===== src/rtl/irqv_pkg.sv =====
package irqv_pkg;
   localparam int SEL_W = 4;

   localparam logic [SEL_W-1:0] SEL_STATUS = 4'h2;
   localparam logic [SEL_W-1:0] SEL_MASK   = 4'h5;
   localparam logic [SEL_W-1:0] SEL_VECTOR = 4'hC;
   localparam logic [SEL_W-1:0] SEL_ROUTE  = 4'hD;

   typedef enum logic [1:0] {
      BUS_IDLE = 2'd0,
      BUS_ACK  = 2'd1,
      BUS_SKIP = 2'd2
   } bus_state_e;
endpackage


===== src/rtl/irqv_bus_ctrl.sv =====
module irqv_bus_ctrl
   import irqv_pkg::*;
#(
   parameter int DATA_W = 8
) (
   input  logic              clk,
   input  logic              rst_n,
   input  logic              cs_n,
   input  logic              rw,
   input  logic              iack_n,
   input  logic              pending,
   input  logic [DATA_W-1:0] rd_data,
   input  logic [DATA_W-1:0] vector,
   output logic              wr_stb,
   output logic [DATA_W-1:0] dout,
   output logic              dout_en,
   output logic              dtack_n
);
   bus_state_e        state_q;
   logic [DATA_W-1:0] dout_q;
   logic              drive_q;

   assign wr_stb  = (state_q == BUS_IDLE) && iack_n && !cs_n && !rw;
   assign dout    = dout_q;
   assign dout_en = drive_q;
   assign dtack_n = (state_q != BUS_ACK);

   always_ff @(posedge clk or negedge rst_n) begin
      if (!rst_n) begin
         state_q <= BUS_IDLE;
         dout_q  <= '0;
         drive_q <= 1'b0;
      end else begin
         case (state_q)
            BUS_IDLE: begin
               if (!iack_n) begin
                  if (pending) begin
                     state_q <= BUS_ACK;
                     dout_q  <= vector;
                     drive_q <= 1'b1;
                  end else begin
                     state_q <= BUS_SKIP;
                  end
               end else if (!cs_n) begin
                  state_q <= BUS_ACK;
                  if (rw) begin
                     dout_q  <= rd_data;
                     drive_q <= 1'b1;
                  end
               end
            end
            BUS_ACK: begin
               if (cs_n && iack_n) begin
                  state_q <= BUS_IDLE;
                  drive_q <= 1'b0;
               end
            end
            BUS_SKIP: begin
               if (iack_n) state_q <= BUS_IDLE;
            end
            default: begin
               state_q <= BUS_IDLE;
               drive_q <= 1'b0;
            end
         endcase
      end
   end

   AST_ACK_RELEASE: assert property (@(posedge clk) disable iff (!rst_n)
      (cs_n && iack_n) |=> (dtack_n && !dout_en));
   AST_DRIVE_WITH_ACK: assert property (@(posedge clk) disable iff (!rst_n)
      dout_en |-> !dtack_n);
   AST_IACK_SILENT: assert property (@(posedge clk) disable iff (!rst_n)
      (state_q == BUS_IDLE && !iack_n && !pending) |=> (dtack_n && !dout_en));
   AST_IACK_VECTOR: assert property (@(posedge clk) disable iff (!rst_n)
      (state_q == BUS_IDLE && !iack_n && pending) |=> (!dtack_n && dout_en && dout == $past(vector)));
endmodule


===== src/rtl/irqv_regs.sv =====
module irqv_regs
   import irqv_pkg::*;
#(
   parameter int               DATA_W    = 8,
   parameter int               EVT_W     = 8,
   parameter int               PIN_W     = 5,
   parameter logic [DATA_W-1:0] VEC_RESET = 8'h0F
) (
   input  logic              clk,
   input  logic              rst_n,
   input  logic              wr_stb,
   input  logic [SEL_W-1:0]  rsel,
   input  logic [DATA_W-1:0] din,
   input  logic [EVT_W-1:0]  events,
   output logic [EVT_W-1:0]  mask,
   output logic [PIN_W-1:0]  route_cfg,
   output logic [DATA_W-1:0] vector,
   output logic [DATA_W-1:0] rd_data
);
   localparam int PAD_W = DATA_W - PIN_W;

   if (EVT_W != DATA_W) begin : g_chk_evt
      $error("irqv_regs: EVT_W must equal DATA_W");
   end
   if (PIN_W > DATA_W || PIN_W < 1) begin : g_chk_pin
      $error("irqv_regs: PIN_W out of range");
   end

   logic wr_mask, wr_vec, wr_route;

   assign wr_mask  = wr_stb && (rsel == SEL_MASK);
   assign wr_vec   = wr_stb && (rsel == SEL_VECTOR);
   assign wr_route = wr_stb && (rsel == SEL_ROUTE);

   always_ff @(posedge clk or negedge rst_n) begin
      if (!rst_n) begin
         mask      <= '0;
         vector    <= VEC_RESET;
         route_cfg <= '0;
      end else begin
         if (wr_mask)  mask      <= din;
         if (wr_vec)   vector    <= din;
         if (wr_route) route_cfg <= din[PIN_W-1:0];
      end
   end

   always_comb begin
      case (rsel)
         SEL_STATUS: rd_data = events;
         SEL_MASK:   rd_data = mask;
         SEL_VECTOR: rd_data = vector;
         SEL_ROUTE:  rd_data = {{PAD_W{1'b0}}, route_cfg};
         default:    rd_data = '0;
      endcase
   end

   AST_ONE_TARGET: assert property (@(posedge clk) disable iff (!rst_n)
      $onehot0({wr_mask, wr_vec, wr_route}));
   AST_MASK_HOLD: assert property (@(posedge clk) disable iff (!rst_n)
      !wr_stb |=> $stable(mask));
   AST_VEC_HOLD: assert property (@(posedge clk) disable iff (!rst_n)
      !wr_stb |=> $stable(vector));
endmodule


===== src/rtl/irqv_core.sv =====
module irqv_core #(
   parameter int EVT_W = 8
) (
   input  logic             clk,
   input  logic             rst_n,
   input  logic [EVT_W-1:0] events,
   input  logic [EVT_W-1:0] mask,
   output logic             pending,
   output logic             irq_n
);
   if (EVT_W < 1) begin : g_chk_w
      $error("irqv_core: EVT_W must be positive");
   end

   assign pending = |(events & mask);

   always_ff @(posedge clk or negedge rst_n) begin
      if (!rst_n) irq_n <= 1'b1;
      else        irq_n <= !pending;
   end

   AST_IRQ_RAISE: assert property (@(posedge clk) disable iff (!rst_n)
      ((events & mask) != '0) |=> !irq_n);
   AST_IRQ_DROP: assert property (@(posedge clk) disable iff (!rst_n)
      ((events & mask) == '0) |=> irq_n);
endmodule


===== src/rtl/irqv_route.sv =====
module irqv_route #(
   parameter int                       EVT_W     = 8,
   parameter int                       PIN_W     = 5,
   parameter int                       SRC_W     = $clog2(EVT_W),
   parameter logic [PIN_W*SRC_W-1:0]   ROUTE_MAP = {3'd5, 3'd1, 3'd4, 3'd0, 3'd3}
) (
   input  logic [EVT_W-1:0] events,
   input  logic [PIN_W-1:0] route_cfg,
   output logic [PIN_W-1:0] route_pin
);
   for (genvar k = 0; k < PIN_W; k++) begin : g_pin
      localparam int SRC = int'(ROUTE_MAP[k*SRC_W +: SRC_W]);
      if (SRC >= EVT_W) begin : g_chk_src
         $error("irqv_route: map entry beyond event count");
      end
      assign route_pin[k] = route_cfg[k] ? !events[SRC] : 1'b1;
   end
endmodule


===== src/rtl/irq_vector_ctrl.sv =====
module irq_vector_ctrl
   import irqv_pkg::*;
#(
   parameter int                DATA_W    = 8,
   parameter int                EVT_W     = 8,
   parameter int                PIN_W     = 5,
   parameter logic [DATA_W-1:0] VEC_RESET = 8'h0F
) (
   input  logic              clk,
   input  logic              rst_n,
   input  logic              cs_n,
   input  logic              rw,
   input  logic [SEL_W-1:0]  rsel,
   input  logic              iack_n,
   input  logic [DATA_W-1:0] din,
   output logic [DATA_W-1:0] dout,
   output logic              dout_en,
   output logic              dtack_n,
   input  logic [EVT_W-1:0]  events,
   output logic              irq_n,
   output logic [PIN_W-1:0]  route_pin
);
   logic [EVT_W-1:0]  mask;
   logic [PIN_W-1:0]  route_cfg;
   logic [DATA_W-1:0] vector;
   logic [DATA_W-1:0] rd_data;
   logic              wr_stb;
   logic              pending;

   irqv_regs #(
      .DATA_W(DATA_W), .EVT_W(EVT_W), .PIN_W(PIN_W), .VEC_RESET(VEC_RESET)
   ) u_regs (
      .clk(clk), .rst_n(rst_n), .wr_stb(wr_stb), .rsel(rsel), .din(din),
      .events(events), .mask(mask), .route_cfg(route_cfg), .vector(vector),
      .rd_data(rd_data)
   );

   irqv_core #(.EVT_W(EVT_W)) u_core (
      .clk(clk), .rst_n(rst_n), .events(events), .mask(mask),
      .pending(pending), .irq_n(irq_n)
   );

   irqv_bus_ctrl #(.DATA_W(DATA_W)) u_bus (
      .clk(clk), .rst_n(rst_n), .cs_n(cs_n), .rw(rw), .iack_n(iack_n),
      .pending(pending), .rd_data(rd_data), .vector(vector), .wr_stb(wr_stb),
      .dout(dout), .dout_en(dout_en), .dtack_n(dtack_n)
   );

   irqv_route #(.EVT_W(EVT_W), .PIN_W(PIN_W)) u_route (
      .events(events), .route_cfg(route_cfg), .route_pin(route_pin)
   );
endmodule


===== config.mk =====
export PLATFORM = sky130hd
export DESIGN_NAME = irq_vector_ctrl
export DESIGN_NICKNAME = d
export VERILOG_FILES = /design/src/rtl/irqv_pkg.sv /design/src/rtl/irqv_bus_ctrl.sv /design/src/rtl/irqv_regs.sv /design/src/rtl/irqv_core.sv /design/src/rtl/irqv_route.sv /design/src/rtl/irq_vector_ctrl.sv
export SDC_FILE = /design/constraint.sdc
export NUM_CORES = 1
export LEC_CHECK = 0
export BUFFER_PORTS_ARGS = -buffer_cell sky130_fd_sc_hd__buf_2
export CAP_MARGIN = 20
export CORE_MARGIN = 2
export CORE_UTILIZATION = 30
export DETAILED_ROUTE_END_ITERATION = 10
export PLACE_DENSITY = 0.51
export SLEW_MARGIN = 20
export SYNTH_ARGS = -nofsm -noshare
export SYNTH_HDL_FRONTEND = slang
export SYNTH_SLANG_ARGS = --single-unit
export TNS_END_PERCENT = 10

===== constraint.sdc =====
create_clock -name clk -period 2.1 [get_ports clk]
set_input_delay 0 -clock clk [delete_from_list [all_inputs] [get_ports clk]]
set_output_delay 0 -clock clk [all_outputs]
set_load 0.02 [all_outputs]

[Word-level counts from Yosys, hierarchy flattened]
Cells that the tools add are included.
Operators by class
  shifts and indexed selects: 0
  $mul: 0
  divide/modulo/power cells: 0
  bitwise operators: 2
  $add $sub $neg: 0
  reductions and logical operators: 21
  equality and inequality tests: 14
  muxes and demuxes: 22
  order comparisons: 0
Operators by type and width (count)
  2-to-1 mux 8 bit: 4
  case mux 8 bit (4 select lines): 1
  2-to-1 mux 1 bit: 10
  2-to-1 mux 2 bit: 5
  != test 3 bit (second input constant): 3
  bitwise AND 8 bit: 1
  == test 4 bit (second input constant): 2
  logical NOT 1 bit: 8
  OR reduction 8 bit: 1
  logical AND 1 bit: 7
  != test 2 bit (second input constant): 3
  case mux 2 bit (3 select lines): 1
  AND reduction 5 bit: 1
  == test 4 x 2 -> 1 bit (second input constant): 1
  == test 4 x 3 -> 1 bit (second input constant): 1
  != test 2 x 1 -> 1 bit (second input constant): 2
  AND reduction 4 bit: 1
  case mux 1 bit (3 select lines): 1
  AND reduction 3 bit: 1
  == test 2 x 1 -> 1 bit (second input constant): 1
  == test 2 bit (second input constant): 1
  logical NOT 2 bit: 1
  nonzero test 2 bit: 1
  NOT 1 bit: 1
Word-level totals
  logic and storage cells: 66
  RAM bits: 0
  output and inout port bits: 16
  latch bits: 0
  input bits: 25
  memory bits (read-only): 0
  memories: 0
  flip-flop bits (word level): 33

[Longest topological paths before layout]
  word-level depth: 5
  gate-level depth with buffers: 5
  gate-level depth less buffers: 4

[Cells and area by module]
A second synthesis with hierarchy kept.
Second synthesis, totals
  cells, all modules: 126
  area total of the unflattened synthesis: 1674.1 sq um
Modules (own cells, without submodules)
  irqv_regs: times used 1, sequential area each 530.5 sq um, cells each 73, area an instance 1034.7 sq um
  irqv_bus_ctrl: times used 1, sequential area each 275.3 sq um, cells each 41, area an instance 549.3 sq um
  irqv_core: times used 1, sequential area each 26.3 sq um, cells each 7, area an instance 71.3 sq um
  irqv_route: times used 1, sequential area each 0.0 sq um, cells each 5, area an instance 18.8 sq um

[Worst setup path before layout]
OpenSTA, ideal clock, no wires.
  path type: register to register
  from: register u_regs.mask[1]
  to: register u_bus.dout_q[0] (netlist: u_bus.dout[0])
  required time: 1.975 ns
  buffers on the path: 1
  library setup time: 0.125 ns
  arrival: 1.676 ns
  setup slack: 0.300 ns
  cell stages (with the launch flop): 6
  cell sequence: dfrtp_1 a22oi_1 and4_1 buf_6 a2111oi_4 mux2_2
On the way
  word-level cells in the longest chain between the ends: 4
Ends and longest elaborated chain
  start: declaration: RTL line irqv_regs.sv:15  | output logic [EVT_W-1:0] mask,
  start signal: assignment: RTL line irqv_regs.sv:41  | if (wr_mask) mask <= din;
  bitwise AND 8 bit: RTL line irqv_core.sv:15  | assign pending = |(events & mask);
  OR reduction 8 bit: RTL line irqv_core.sv:15
  nonzero test 2 bit (no line)
  AND reduction 4 bit (no line)
  end signal: assignment: RTL line irqv_bus_ctrl.sv:39  | dout_q <= vector;
  end signal: assignment: RTL line irqv_bus_ctrl.sv:47  | dout_q <= rd_data;
  end: declaration: RTL line irqv_bus_ctrl.sv:20  | logic [DATA_W-1:0] dout_q;
Every way passes these cells.
A chain may end at the register's enable or synchronous reset.

[Worst setup path in the final report]
  from: register u_bus.state_q[1]
  to: register u_regs.vector[4]
On the way
  word-level cells in the longest chain between the ends: 5
Ends and longest elaborated chain
  start: declaration: RTL line irqv_bus_ctrl.sv:19  | bus_state_e state_q;
  start signal: assignment: RTL line irqv_bus_ctrl.sv:30  | state_q <= BUS_IDLE;
  start signal: assignment: RTL line irqv_bus_ctrl.sv:38  | state_q <= BUS_ACK;
  start signal: assignment: RTL line irqv_bus_ctrl.sv:42  | state_q <= BUS_SKIP;
  logical NOT 2 bit: RTL line irqv_bus_ctrl.sv:23  | assign wr_stb = (state_q == BUS_IDLE) && iack_n && !cs_n && !rw;
  logical AND 1 bit (3 in a row): RTL line irqv_bus_ctrl.sv:23
  logical AND 1 bit: RTL line irqv_regs.sv:32  | assign wr_vec = wr_stb && (rsel == SEL_VECTOR);
  end signal: assignment: RTL line irqv_regs.sv:42  | if (wr_vec) vector <= din;
  end: declaration: RTL line irqv_regs.sv:17  | output logic [DATA_W-1:0] vector,
Every way passes these cells.

==> results.md <==
Setup path:
- The number of cells on the worst reg-to-reg path is 4.
- The setup path with the least slack is of type reg -> reg.
- The largest fanout of any net on the critical path is 8.
- The endpoint kind of the worst setup timing path is a flip-flop.
- The endpoint arrival time on the critical path is ~2100 ps.
- The reg-to-reg critical path startpoint is u_bus.state_q[1].
- The element type at the critical path start is a flip-flop.
- The worst register-to-register path has a setup slack of 150 ps.
- In this run the critical register-to-register path is captured at u_regs.vector[4].
- The start point of the critical path is u_bus.state_q[1].
- The data required time of the critical path is 2270 ps.
- Following the worst setup path forward leads to its endpoint at u_regs.vector[4].

Synth:
- The average cell area after synthesis is 13.0 µm².
- The total of warnings raised by yosys is 0.
- The number of nets handed over by synthesis was between 150 and 200.
- The biggest area consumer among synthesized cells is sky130_fd_sc_hd__dfrtp_1.
- The post-synthesis cell type count is 28.
- The gate count of the mapped netlist is 126.
- The register bit count reported by yosys is 33.
- In the post-synthesis netlist, the biggest area contributors are sky130_fd_sc_hd__dfrtp_1 43%, sky130_fd_sc_hd__mux2_2 20%, sky130_fd_sc_hd__dfstp_2 8.0%.
- For this run, asynchronously set or reset flops after synthesis account for between 90% and 100%.
- The sequential cell area fraction in the yosys report is 50.8%.
- The synthesized design contains 0 enable-type register cells.
- The cell with the most instances after synthesis is sky130_fd_sc_hd__mux2_2.
- The most used flip-flop cell after synthesis is sky130_fd_sc_hd__dfrtp_1.
- The portion of synthesized cell area occupied by the leading cell type is 42.7%.
- The commonest cells after synthesis are 29 x sky130_fd_sc_hd__mux2_2, 28 x sky130_fd_sc_hd__dfrtp_1, 11 x sky130_fd_sc_hd__a32o_1.
- The combined area of all synthesized cells is 1640 µm².

Global route:
- The wire length of the first global-routing pass is slightly above 7 mm.
- Global routing used 15.3% of the available tracks across all layers.
- The initial antenna violation count came to 0.
- The total grt overflow is 0.
- The via count of the first global-routing pass is ~1400.
- The pin count of the biggest net entering global routing is 34.

Worst hold path:
- The class of the most critical hold timing path is in -> reg.

Placement:
- At the end of routability-driven placement, the weighted congestion stood at 0.787.
- The port buffer count is 40.
- The worst-case setup slack after placement is around 140 ps.
- After legalization and detailed placement, the total HPWL measured 3.13 mm.
- The cell count after placement is 233.

Die:
- The starting density of the core is 31.5%.
- From bottom edge to top edge, the die measures 77.9 µm.
- After floorplanning, the core was sized to cover 5200 µm².
- The die outline width is 77.9 µm.
- The number of top-level pins is 41.
- In this run the core area contains 26 standard-cell rows.
- The full die area is roughly 6100 µm².

Clock tree:
- The clock latency on the worst-skew pair is 280 ps.
- CTS placed an instance of sky130_fd_sc_hd__clkbuf_8 at the clock tree root.
- TritonCTS built the clock tree.
- The maximum level of the CTS H-tree is 2.
- The total clock sinks is 33.
- The clock passes through at most 2 buffers.
- After clock tree synthesis, the clock-pin slew on the worst setup and hold paths is 70 ps.
- Counting the buffers created by CTS gives 5.

Timing:
- Between clock sinks in the finished design, the worst skew comes to 5.57 ps.
- The minimum clock period after layout is 1950 ps.
- Setup repair after global routing left no endpoint under its margin.
- For the final routed database, the setup TNS stands at 0 ps.
- Dividing the final minimum period by the clock period gives 93.0%.
- The final-report max-slew violation count is 0.
- The transition at the pin with the smallest max-transition slack is 1080 ps.
- Setup slack on the critical path of the routed design comes to 147 ps.
- The setup violation total in the final timing report is 0.
- Measured against its own limit, the worst slew margin works out to 27.1%.
- The maximum operating frequency is 512 MHz.
- The final hold violation count came to 0.

Pwr:
- The power density relative to cell area is 771 nW/µm².
- The cell leakage power is roughly 0.97 nW.
- The worst-case IR drop observed on VDD is 0.414 mV.

Detailed routing:
- After detailed routing, the average wire length per cell comes to 16.7 µm.
- The via-per-instance ratio is 5.15.
- The number of nets with antenna violations after routing is 0.
- The via count is 1288.
- The number of iterations in the first detailed-routing pass is 4.
- The routed design has 4.19 mm of wire.
- The detailed router's first-iteration violation count is 90.
- In the routed design, unresolved DRC markers number 0.

Finish:
- For this run, the post-layout net count is 204.
- The layout cell share with drive strength beyond 1 is 47.8%.
- The count of non-filler cells in the finished layout is 250.
- The number of antenna diodes in the final layout is 0.
- The core occupancy in the finished layout is 40.1%.
- Compared with the post-synthesis result, the final layout area differs by 27.4%.

Status:
- The flow ran to the end, and the final reports show no timing, DRC or antenna violations.

Job:
- The tool flagged a number of max-cap violations equal to 0.
[through the flow]
stage | cell area (µm²) | total power [mW] | hold slack, ps
after floorplan | 1640 | 1.03 | -296
after global routing | 2090 | 1.71 | 40.6
after global placement | 1920 | 1.15 | 101
final | 2090 | 1.61 | 21.7
after CTS | 2090 | 1.63 | 15.2
after detailed placement | 1920 | 1.16 | 106
[kinds of logic after synthesis]
family,after synthesis,share of synthesized area (%)
multiplexers,34,23.0
flip-flops,33,50.8
AND/OR/NAND/NOR,22,7.94
buffers and inverters,9,2.59
AO/OA/AOI/OAI,28,15.7
[worst max-delay path: stages (launching register included)]
cell                      delay (ps)
sky130_fd_sc_hd__dfrtp_1         450
sky130_fd_sc_hd__nor4_1          360
sky130_fd_sc_hd__nand2_1         150
sky130_fd_sc_hd__or3_1           540
sky130_fd_sc_hd__mux2_2          350
[worst min path at each step]
stage | from | to | slack [ps] | cells past startpoint
6_report | cs_n | u_bus.state_q[0] | 20 | 3
5_1_grt | cs_n | u_bus.state_q[0] | 40 | 3
4_1_cts | cs_n | u_bus.state_q[0] | 20 | 3
3_5_place_dp | rst_n | u_regs.route_cfg[3] | 110 | 1
3_3_place_gp | rst_n | u_regs.route_cfg[3] | 100 | 1
2_1_floorplan | rst_n | u_bus.dout[0] | -300 | 0
[sequential cells by signal, summed over array words and instances, names as in the netlist]
name / flops
u_core.irq_n: 1
u_regs.vector: 8
u_bus.dout: 8
u_regs.route_cfg: 5
u_bus.dout_en: 1
u_regs.mask: 8
u_bus.state_q: 2
[where the power goes]
group	internal [mW]	switching, mW	leakage [nW]
Clock	0.235	0.221	0.0395
Combinational	0.167	0.196	0.504
Sequential	0.731	0.0606	0.431
Total	1.13	0.478	0.974
[cell type report]
class	count	area [µm²]
multi-input combinational	84	764
sequential	33	832
tap	70	87.6
fill	547	3120
clock buffer	8	80.1
inverter	3	11.3
timing repair buffer	52	313
[cells in the final DEF (no fill, tap or decap), types with 2 or more instances in the layout]
cell type	count
sky130_fd_sc_hd__buf_2	40
sky130_fd_sc_hd__mux2_2	29
sky130_fd_sc_hd__dfrtp_1	28
sky130_fd_sc_hd__a32o_1	11
sky130_fd_sc_hd__dlygate4sd3_1	9
sky130_fd_sc_hd__nand2_1	7
sky130_fd_sc_hd__mux2i_1	5
sky130_fd_sc_hd__o2bb2ai_1	5
sky130_fd_sc_hd__clkbuf_8	5
sky130_fd_sc_hd__dfstp_2	5
sky130_fd_sc_hd__a22oi_1	4
sky130_fd_sc_hd__nor2_1	4
sky130_fd_sc_hd__inv_1	3
sky130_fd_sc_hd__clkbuf_1	3
sky130_fd_sc_hd__buf_4	3
sky130_fd_sc_hd__nand2b_1	2
sky130_fd_sc_hd__nand3b_1	2
sky130_fd_sc_hd__a21oi_1	2
sky130_fd_sc_hd__or3_1	2
[per-layer routing]
layer  track usage [%]  wire, µm
met2              24.1      2010
met5                 0         0
met3              3.95       268
met4              5.44        60
met1              20.3      1850
[repair_timing]
item / in CTS / in global routing
setup buffers: 0 / 0
resized for setup: 0 / 0
endpoints found under the hold margin: 49 / 0
hold buffers: 9 / 0
No activity file was read; power rests on OpenSTA's default activity.
